File: src/rtl/tick_timer_pkg.sv
package tick_timer_pkg;

  localparam int unsigned DATA_W  = 32;
  localparam int unsigned ADDR_W  = 4;
  localparam int unsigned STAGE_W = 8;
  localparam int unsigned FRS_W   = 8;

  typedef enum logic [ADDR_W-1:0] {
    A_LOAD   = 4'd0,
    A_VALUE  = 4'd1,
    A_CTRL   = 4'd2,
    A_ACK    = 4'd3,
    A_RAW    = 4'd4,
    A_MASKED = 4'd5,
    A_RELOAD = 4'd6,
    A_PREDIV = 4'd7,
    A_FREE   = 4'd8
  } reg_addr_e;

  localparam int unsigned B_WIDE    = 1;
  localparam int unsigned B_PSEL_LO = 2;
  localparam int unsigned B_IRQ_EN  = 5;
  localparam int unsigned B_TMR_EN  = 7;
  localparam int unsigned B_HALT_EN = 8;
  localparam int unsigned B_FR_EN   = 9;
  localparam int unsigned B_FRS_LO  = 16;

  typedef struct packed {
    logic [FRS_W-1:0] fr_scale;
    logic             fr_en;
    logic             halt_en;
    logic             tmr_en;
    logic             irq_en;
    logic [1:0]       psel;
    logic             wide;
  } ctrl_t;

  function automatic logic [STAGE_W-1:0] stage_mask(input logic [1:0] sel);
    case (sel)
      2'd0:    return '0;
      2'd1:    return STAGE_W'(8'h0F);
      default: return STAGE_W'(8'hFF);
    endcase
  endfunction

  function automatic logic [DATA_W-1:0] pack_ctrl(input ctrl_t c);
    logic [DATA_W-1:0] w;
    w = '0;
    w[B_WIDE]                    = c.wide;
    w[B_PSEL_LO +: 2]            = c.psel;
    w[B_IRQ_EN]                  = c.irq_en;
    w[B_TMR_EN]                  = c.tmr_en;
    w[B_HALT_EN]                 = c.halt_en;
    w[B_FR_EN]                   = c.fr_en;
    w[B_FRS_LO +: FRS_W]         = c.fr_scale;
    return w;
  endfunction

  function automatic ctrl_t unpack_ctrl(input logic [DATA_W-1:0] w);
    ctrl_t c;
    c.wide     = w[B_WIDE];
    c.psel     = w[B_PSEL_LO +: 2];
    c.irq_en   = w[B_IRQ_EN];
    c.tmr_en   = w[B_TMR_EN];
    c.halt_en  = w[B_HALT_EN];
    c.fr_en    = w[B_FR_EN];
    c.fr_scale = w[B_FRS_LO +: FRS_W];
    return c;
  endfunction

  function automatic logic [DATA_W-1:0] next_down(input logic [DATA_W-1:0] v,
                                                  input logic [DATA_W-1:0] rl,
                                                  input logic wide);
    if (wide) return (v == '0) ? rl : v - 1'b1;
    return (v[15:0] == 16'd0) ? {v[DATA_W-1:16], rl[15:0]}
                              : {v[DATA_W-1:16], v[15:0] - 16'd1};
  endfunction

endpackage

File: src/rtl/tick_prescaler.sv
module tick_prescaler
  import tick_timer_pkg::*;
#(
  parameter int unsigned PREDIV_W = 10
) (
  input  logic                clk,
  input  logic                rst_n,
  input  logic                restart,
  input  logic                run,
  input  logic [PREDIV_W-1:0] prediv,
  input  logic [1:0]          psel,
  output logic                tick
);

  logic [PREDIV_W-1:0] pre_q;
  logic [STAGE_W-1:0]  stage_q;
  logic [STAGE_W-1:0]  mask;
  logic                base_hit;
  logic                stage_hit;

  assign mask      = stage_mask(psel);
  assign base_hit  = (pre_q >= prediv);
  assign stage_hit = ((stage_q & mask) == mask);
  assign tick      = run & base_hit & stage_hit;

  always_ff @(posedge clk) begin
    if (!rst_n || restart) begin
      pre_q   <= '0;
      stage_q <= '0;
    end else if (run) begin
      if (base_hit) begin
        pre_q   <= '0;
        stage_q <= stage_hit ? '0 : stage_q + 1'b1;
      end else begin
        pre_q <= pre_q + 1'b1;
      end
    end
  end

  // a stopped prescaler keeps its state
  a_r10_prescaler_frozen: assert property (@(posedge clk) disable iff (!rst_n)
    (!run && !restart) |=> ($stable(pre_q) && $stable(stage_q)));

endmodule

File: src/rtl/tick_countdown.sv
module tick_countdown
  import tick_timer_pkg::*;
(
  input  logic              clk,
  input  logic              rst_n,
  input  logic              load_wr,
  input  logic              reload_wr,
  input  logic [DATA_W-1:0] wdata,
  input  logic              tick,
  input  logic              wide,
  input  logic              ack_wr,
  output logic [DATA_W-1:0] value,
  output logic [DATA_W-1:0] reload,
  output logic              raw,
  output logic              underflow
);

  logic at_zero;

  assign at_zero   = wide ? (value == '0) : (value[15:0] == 16'd0);
  assign underflow = tick & at_zero;

  always_ff @(posedge clk) begin
    if (!rst_n) begin
      value  <= '0;
      reload <= '0;
    end else if (load_wr) begin
      value  <= wdata;
      reload <= wdata;
    end else begin
      if (reload_wr) reload <= wdata;
      if (tick)      value  <= next_down(value, reload, wide);
    end
  end

  always_ff @(posedge clk) begin
    if (!rst_n)         raw <= 1'b0;
    else if (underflow) raw <= 1'b1;
    else if (ack_wr)    raw <= 1'b0;
  end

  a_r4_zero_sets_flag: assert property (@(posedge clk) disable iff (!rst_n)
    underflow |=> raw);

  a_r9_ack_clears_flag: assert property (@(posedge clk) disable iff (!rst_n)
    (ack_wr && !underflow) |=> !raw);

  a_r7_no_tick_holds: assert property (@(posedge clk) disable iff (!rst_n)
    (!tick && !load_wr) |=> $stable(value));

  a_r6_upper_half_kept: assert property (@(posedge clk) disable iff (!rst_n)
    (!wide && !load_wr) |=> $stable(value[DATA_W-1:16]));

endmodule

File: src/rtl/tick_freerun.sv
module tick_freerun
  import tick_timer_pkg::*;
(
  input  logic              clk,
  input  logic              rst_n,
  input  logic              en,
  input  logic [FRS_W-1:0]  scale,
  output logic [DATA_W-1:0] count
);

  logic [FRS_W-1:0] pre_q;
  logic             step;

  assign step = en & (pre_q >= scale);

  always_ff @(posedge clk) begin
    if (!rst_n) begin
      pre_q <= '0;
      count <= '0;
    end else if (en) begin
      if (step) begin
        pre_q <= '0;
        count <= count + 1'b1;
      end else begin
        pre_q <= pre_q + 1'b1;
      end
    end
  end

  a_r11_single_steps: assert property (@(posedge clk) disable iff (!rst_n)
    1'b1 |=> (count == $past(count) || count == $past(count) + 32'd1));

  a_r11_hold_when_off: assert property (@(posedge clk) disable iff (!rst_n)
    !en |=> $stable(count));

endmodule

File: src/rtl/tick_timer.sv
module tick_timer
  import tick_timer_pkg::*;
#(
  parameter int unsigned PREDIV_W = 10
) (
  input  logic              clk,
  input  logic              rst_n,
  input  logic              bus_sel,
  input  logic              bus_wr,
  input  logic [ADDR_W-1:0] bus_addr,
  input  logic [DATA_W-1:0] bus_wdata,
  output logic [DATA_W-1:0] bus_rdata,
  input  logic              dbg_halt,
  output logic              irq
);

  ctrl_t               ctrl_q;
  logic [PREDIV_W-1:0] prediv_q;
  logic                wr_en;
  logic                load_wr;
  logic                reload_wr;
  logic                ctrl_wr;
  logic                ack_wr;
  logic                prediv_wr;
  logic                halted;
  logic                cd_run;
  logic                cd_tick;
  logic                underflow;
  logic                raw;
  logic [DATA_W-1:0]   cd_value;
  logic [DATA_W-1:0]   cd_reload;
  logic [DATA_W-1:0]   fr_count;

  assign wr_en     = bus_sel & bus_wr;
  assign load_wr   = wr_en && (bus_addr == A_LOAD);
  assign ctrl_wr   = wr_en && (bus_addr == A_CTRL);
  assign ack_wr    = wr_en && (bus_addr == A_ACK);
  assign reload_wr = wr_en && (bus_addr == A_RELOAD);
  assign prediv_wr = wr_en && (bus_addr == A_PREDIV);

  assign halted = ctrl_q.halt_en & dbg_halt;
  assign cd_run = ctrl_q.tmr_en & ~halted;
  assign irq    = raw & ctrl_q.irq_en;

  always_ff @(posedge clk) begin
    if (!rst_n) begin
      ctrl_q   <= '0;
      prediv_q <= '0;
    end else begin
      if (ctrl_wr)   ctrl_q   <= unpack_ctrl(bus_wdata);
      if (prediv_wr) prediv_q <= bus_wdata[PREDIV_W-1:0];
    end
  end

  tick_prescaler #(.PREDIV_W(PREDIV_W)) u_pre (
    .clk     (clk),
    .rst_n   (rst_n),
    .restart (load_wr),
    .run     (cd_run),
    .prediv  (prediv_q),
    .psel    (ctrl_q.psel),
    .tick    (cd_tick)
  );

  tick_countdown u_cd (
    .clk       (clk),
    .rst_n     (rst_n),
    .load_wr   (load_wr),
    .reload_wr (reload_wr),
    .wdata     (bus_wdata),
    .tick      (cd_tick),
    .wide      (ctrl_q.wide),
    .ack_wr    (ack_wr),
    .value     (cd_value),
    .reload    (cd_reload),
    .raw       (raw),
    .underflow (underflow)
  );

  tick_freerun u_fr (
    .clk   (clk),
    .rst_n (rst_n),
    .en    (ctrl_q.fr_en),
    .scale (ctrl_q.fr_scale),
    .count (fr_count)
  );

  always_comb begin
    case (bus_addr)
      A_LOAD, A_RELOAD: bus_rdata = cd_reload;
      A_VALUE:          bus_rdata = cd_value;
      A_CTRL:           bus_rdata = pack_ctrl(ctrl_q);
      A_RAW:            bus_rdata = {{(DATA_W-1){1'b0}}, raw};
      A_MASKED:         bus_rdata = {{(DATA_W-1){1'b0}}, irq};
      A_PREDIV:         bus_rdata = DATA_W'(prediv_q);
      A_FREE:           bus_rdata = fr_count;
      default:          bus_rdata = '0;
    endcase
  end

  a_r10_halt_freezes_value: assert property (@(posedge clk) disable iff (!rst_n)
    (halted && !load_wr) |=> $stable(cd_value));

  a_r8_irq_implies_flag: assert property (@(posedge clk) disable iff (!rst_n)
    irq |-> raw);

  a_r4_zero_tick_reloads: assert property (@(posedge clk) disable iff (!rst_n)
    (underflow && ctrl_q.wide && !load_wr) |=> (cd_value == $past(cd_reload)));

endmodule

File: config.mk
export PLATFORM = sky130hd
export DESIGN_NAME = tick_timer
export DESIGN_NICKNAME = d
export VERILOG_FILES = /design/src/rtl/tick_timer_pkg.sv /design/src/rtl/tick_prescaler.sv /design/src/rtl/tick_countdown.sv /design/src/rtl/tick_freerun.sv /design/src/rtl/tick_timer.sv
export SDC_FILE = /design/constraint.sdc
export NUM_CORES = 1
export LEC_CHECK = 0
export BUFFER_PORTS_ARGS = -buffer_cell sky130_fd_sc_hd__buf_2
export CAP_MARGIN = 40
export CORE_MARGIN = 3
export CORE_UTILIZATION = 40
export CTS_CLUSTER_DIAMETER = 40
export DETAILED_ROUTE_END_ITERATION = 12
export HOLD_SLACK_MARGIN = 0.06
export SYNTH_ARGS = -nofsm -noshare
export SYNTH_HDL_FRONTEND = slang
export SYNTH_SLANG_ARGS = --single-unit
File: constraint.sdc
create_clock -name clk -period 6.54 [get_ports clk]
set_clock_uncertainty 0.1 [all_clocks]
set_input_delay 1.635 -clock clk [delete_from_list [all_inputs] [get_ports clk]]
set_output_delay 1.635 -clock clk [all_outputs]
set_load 0.05 [all_outputs]
# Word-level counts from Yosys, hierarchy flattened
# Cells that the tools add are included.
dict set report word_totals {
  elab_cells 83
  reg_bits 148
  input_bits 41
  out_inout_bits 33
  latchBits 0
  mem_bits_rw 0
  memories 0
  romBits 0
}
dict set report classes {
  n_lt_le_gt_ge 2
  div_mod_pow 0
  reduce_logical 19
  shifts 0
  muxes 20
  add_sub_neg 6
  bitwise 10
  n_mul 0
  n_eq_ne 10
}
# op count
set ops {}
lappend ops {{$mux W32} 7}
lappend ops {{$pmux W32 S7} 1}
lappend ops {{$add A32 B1 Y32 const B} 1}
lappend ops {{$logic_not A32 Y1} 1}
lappend ops {{$sub A32 B1 Y32 const B} 1}
lappend ops {{$add A8 B1 Y8 const B} 2}
lappend ops {{$eq A4 B3 Y1 const B} 4}
lappend ops {{$logic_not A16 Y1} 1}
lappend ops {{$mux W16} 1}
lappend ops {{$mux W8} 2}
lappend ops {{$pmux W8 S2} 1}
lappend ops {{$sub A16 B1 Y16 const B} 1}
lappend ops {{$add A10 B1 Y10 const B} 1}
lappend ops {{$ge A10 B10 Y1} 1}
lappend ops {{$mux W10} 1}
lappend ops {{$and A1 B1 Y1} 8}
lappend ops {{$and A8 B8 Y8} 1}
lappend ops {{$eq A4 B2 Y1 const B} 2}
lappend ops {{$eq A8 B8 Y1} 1}
lappend ops {{$ge A8 B8 Y1} 1}
lappend ops {{$reduce_bool A2 Y1} 4}
lappend ops {{$mux W1} 7}
lappend ops {{$reduce_and A2 Y1} 3}
lappend ops {{$logic_and A1 B1 Y1} 5}
lappend ops {{other kinds (9)} 9}

# Longest topological paths before layout
dict set report depth {
  ltp_word 11
  mapped_depth 11
  ltp_nobuf 9
}

# By module
# A second synthesis with hierarchy kept.
dict set report unflattened {
  cells_unflattened 1122
  hier_area_um2 8932.3
}
# mod seq_area_each_um2 area_per_inst_um2 cells_per_inst n_inst
set by_module_without_submodules {}
lappend by_module_without_submodules {tick_countdown 1301.2 3555.9 456 1}
lappend by_module_without_submodules {tick_freerun 800.8 2257.2 275 1}
lappend by_module_without_submodules {tick_timer 500.5 2016.9 254 1}
lappend by_module_without_submodules {tick_prescaler 360.3 1102.3 137 1}

# Worst setup path after synthesis
# Ideal clock, no wire load.
dict set report synth_timing {
  path_type {input to output}
  start {input port bus_addr[1]}
  end {output port bus_rdata[0]}
  n_path_buf 2
  stages 5
  arrival_time_ns 3.221
  t_required_ns 4.805
  path_slack_ns 1.584
  cell_sequence {clkbuf_1 nor4b_1 clkbuf_1 a22oi_1 nand4_1}
}
dict set report synth_via {
  elab_chain_len 3
  word_cells_on_any_way 10
  cone_classes {eq/ne (7); mux (1); reduce/logical (2)}
}
# element line_no
set synth_rtl {}
lappend synth_rtl {{from (decl)} tick_timer.sv:10} ;# input logic [ADDR_W-1:0] bus_addr,
lappend synth_rtl {{$eq A4 B3 Y1 or $logic_not A4 Y1 (tied branches)} tick_timer.sv:89} ;# case (bus_addr)
lappend synth_rtl {{$reduce_or A2 Y1} tick_timer.sv:89}
lappend synth_rtl {{$pmux W32 S7 (*)} tick_timer.sv:89}
lappend synth_rtl {{to (decl)} tick_timer.sv:12} ;# output logic [DATA_W-1:0] bus_rdata,
# Mark *: on every way between the ends. The rest lies on a longest branch, timed or not.

# Worst setup path in the final report
dict set report layout_timing {
  start {input port bus_addr[3]}
  end {output port bus_rdata[19]}
}
# Same word-level chain as after synthesis.

==> results.sh <==
export IMPL_ir_worst_vdd_v=0.000158
export IMPL_yosysSeqAreaShare_pct=36.4
export IMPL_cts_tree="built"
export IMPL_diodes=0
export IMPL_grt_usage_pct=24.8
export IMPL_wire_per_inst_um=19.7
export IMPL_critPathLaunchType="primary input"
export IMPL_synth_edff_count=0
export IMPL_synth_area_top_cells="dfxtp_1 (36%), nand2_1 (9.6%), a21oi_1 (5.8%)"
export IMPL_rows=51
export IMPL_area_delta_synth_final_pct=14.3
export IMPL_yosys_area_top_type="dfxtp_1"
export IMPL_p_per_area_nw_per_um2=231
export IMPL_hold_class="register to register"
export IMPL_die_y_um=149
export IMPL_final_max_slew_viol_count=0
export IMPL_r2r_slack_ps=3260
export IMPL_antenna_found_initial=0
export IMPL_synthFlopType="dfxtp_1"
export IMPL_yosysMostFrequentCell="nand2_1"
export IMPL_crit_type="primary input to output pin"
export IMPL_synth_common_cells="nand2_1 (208), dfxtp_1 (148), a21oi_1 (95)"
export IMPL_worstSkewPairLatency_ps=430
export IMPL_yosys_cell_types_count=66
export IMPL_relSlewSlack_pct=40.1
export IMPL_worst_pin_slew_ps=898
export IMPL_regToRegEndpoint="u_cd.value[26]$_SDFFE_PN0P_"
export IMPL_ant_nets=0
export IMPL_crit_path_end_kind="output pin"
export IMPL_place_ws_ps=1650
export IMPL_syn_cell_area_sq_um=8150
export IMPL_min_path_cells=2
export IMPL_max_freq_mhz=202
export IMPL_place_port_buffers=73
export IMPL_fin_setup_tns_ps=0
export IMPL_setup_ws_ps=1590
export IMPL_r2r_cells=9
export IMPL_post_dp_hpwl_um=19100
export IMPL_post_synth_cell_area_avg_sq_um=7.63
export IMPL_fin_crit_sh_pct=75.6
export IMPL_grt_pass1_vias=7430
export IMPL_layout_drive_gt1_share_pct=12.1
export IMPL_netlist_area_leader_share_pct=36.4
export IMPL_max_clock_path_buffers=2
export IMPL_cts_setup_buffers=0
export IMPL_cp_max_fo=17
export IMPL_synthArstFlopShare_pct=0
export IMPL_holdPathEnd="u_cd.reload[18]$_SDFFE_PN0P_"
export IMPL_drv_cap=0
export IMPL_period_needed_ps=4950
export IMPL_h_tree_depth=4
export IMPL_yosys_warnings=0
export IMPL_setup_violations=0
export IMPL_nets=1175
export IMPL_drtIter0Drc=850
export IMPL_die_area_sq_um=22100
export IMPL_syn_inst=1068
export IMPL_p_leak_uw=0.00361
export IMPL_route_detailed_drc=0
export IMPL_post_cts_resized=0
export IMPL_gp_congestion=0.920
export IMPL_grt_max_degree=78
export IMPL_r2r_start="u_cd.value[0]$_SDFFE_PN0P_"
export IMPL_wl_um=27300
export IMPL_ios=74
export IMPL_synth_nets=1133
export IMPL_arrival_ps=3210
export IMPL_hold_viol=0
export IMPL_synth_seq_cells=148
export IMPL_rsz0062_at_grt="false"
export IMPL_status="finished clean"
export IMPL_min_from="u_cd.reload[18]$_SDFFE_PN0P_"
export IMPL_holdWs_ps=381
export IMPL_power_uw=2150
export IMPL_grt_overflow=0
export IMPL_grt_pass1_wl_um=42800
export IMPL_numCtsBuffers=17
export IMPL_start_util_pct=41.3
export IMPL_die_w_um=149
export IMPL_vias=8085
export IMPL_cts_sinks=148
export IMPL_first_pass_iters=8
export IMPL_viasPerCell=5.82
export IMPL_required_ps=4810
export IMPL_path_clk_slew_ps=60
export IMPL_ctsHoldBuffers=0
export IMPL_cts_root_buf="clkbuf_16"
export IMPL_core_area_sq_um=19700
## where the power goes
group | internal, uW | switching [uW] | leakage, uW
logic | 67.6 | 154 | 0.00213
clock network | 611 | 397 | 0.000287
registers | 908 | 9.69 | 0.00119
total | 1590 | 561 | 0.00361
## per-layer routing
metal	part of all wire [%]	track usage, %	up-vias
li1	-	-	3914
met1	45	35.2	3731
met2	43	36.9	381
met3	9.3	6.03	59
met4	2.9	8.59	0
met5	0	0	-
## layout make-up
| type | count | area [sq um] |
|---|---|---|
| Fill cell | 1966 | 10400 |
| Clock inverter | 12 | 154 |
| Clock buffer | 20 | 447 |
| Timing Repair Buffer | 86 | 463 |
| Multi-Input combinational cell | 806 | 4760 |
| Tap cell | 265 | 332 |
| Sequential cell | 148 | 2960 |
| Inverter | 51 | 191 |
## state kept, by name, indices dropped and copies added (netlist names)
name,count
u_cd.value,32
u_pre.stage_q,8
u_cd.raw,1
u_cd.reload,32
u_fr.count,32
u_pre.pre_q,10
u_fr.pre_q,8
ctrl_q,15
prediv_q,10
## critical path, cell delays in order
cell and delay, ps:
buf_2 140, nor2_1 130, and3_1 670, a222oi_1 270, nand2_1 100, buf_2 260
## worst max-delay path by stage
stage | start | end | slack, ps | depth (start not counted)
after CTS | bus_addr[3] | bus_rdata[19] | 1640 | 6
after global placement | bus_addr[3] | bus_rdata[16] | 1650 | 6
final | bus_addr[3] | bus_rdata[19] | 1590 | 6
after global routing | bus_addr[0] | bus_rdata[15] | 1530 | 7
after floorplan | bus_addr[1] | bus_rdata[0] | 1580 | 5
after detailed placement | bus_addr[3] | bus_rdata[23] | 1650 | 6
## cells by family after synthesis
group,synth area share [%]
xor+xnor,5.91
flops,36.4
fa+ha+maj,3.69
compound gates,20.0
buf+inv,5.54
simple gates,27.9
mux,0.614
## stage by stage
step	cells	util, %	area [sq um]
after floorplan	1068	-	8150
after global placement	1355	44.1	8700
after detailed placement	1356	44.2	8710
after CTS	1388	47.2	9310
after global routing	1388	47.2	9310
final	1388	47.2	9310
## layout by cell type, fill, tap and decap left out, types with 31 or more instances in the layout
| cell | instances |
|---|---|
| nor2_1 | 81 |
| buf_2 | 73 |
| inv_1 | 50 |
| nand4_1 | 31 |
| xor2_1 | 31 |
| nand3_1 | 38 |
| a21oi_1 | 95 |
| dfxtp_1 | 148 |
| o21ai_0 | 42 |
| nand2_1 | 208 |
Power figures use the tool's default switching activity.
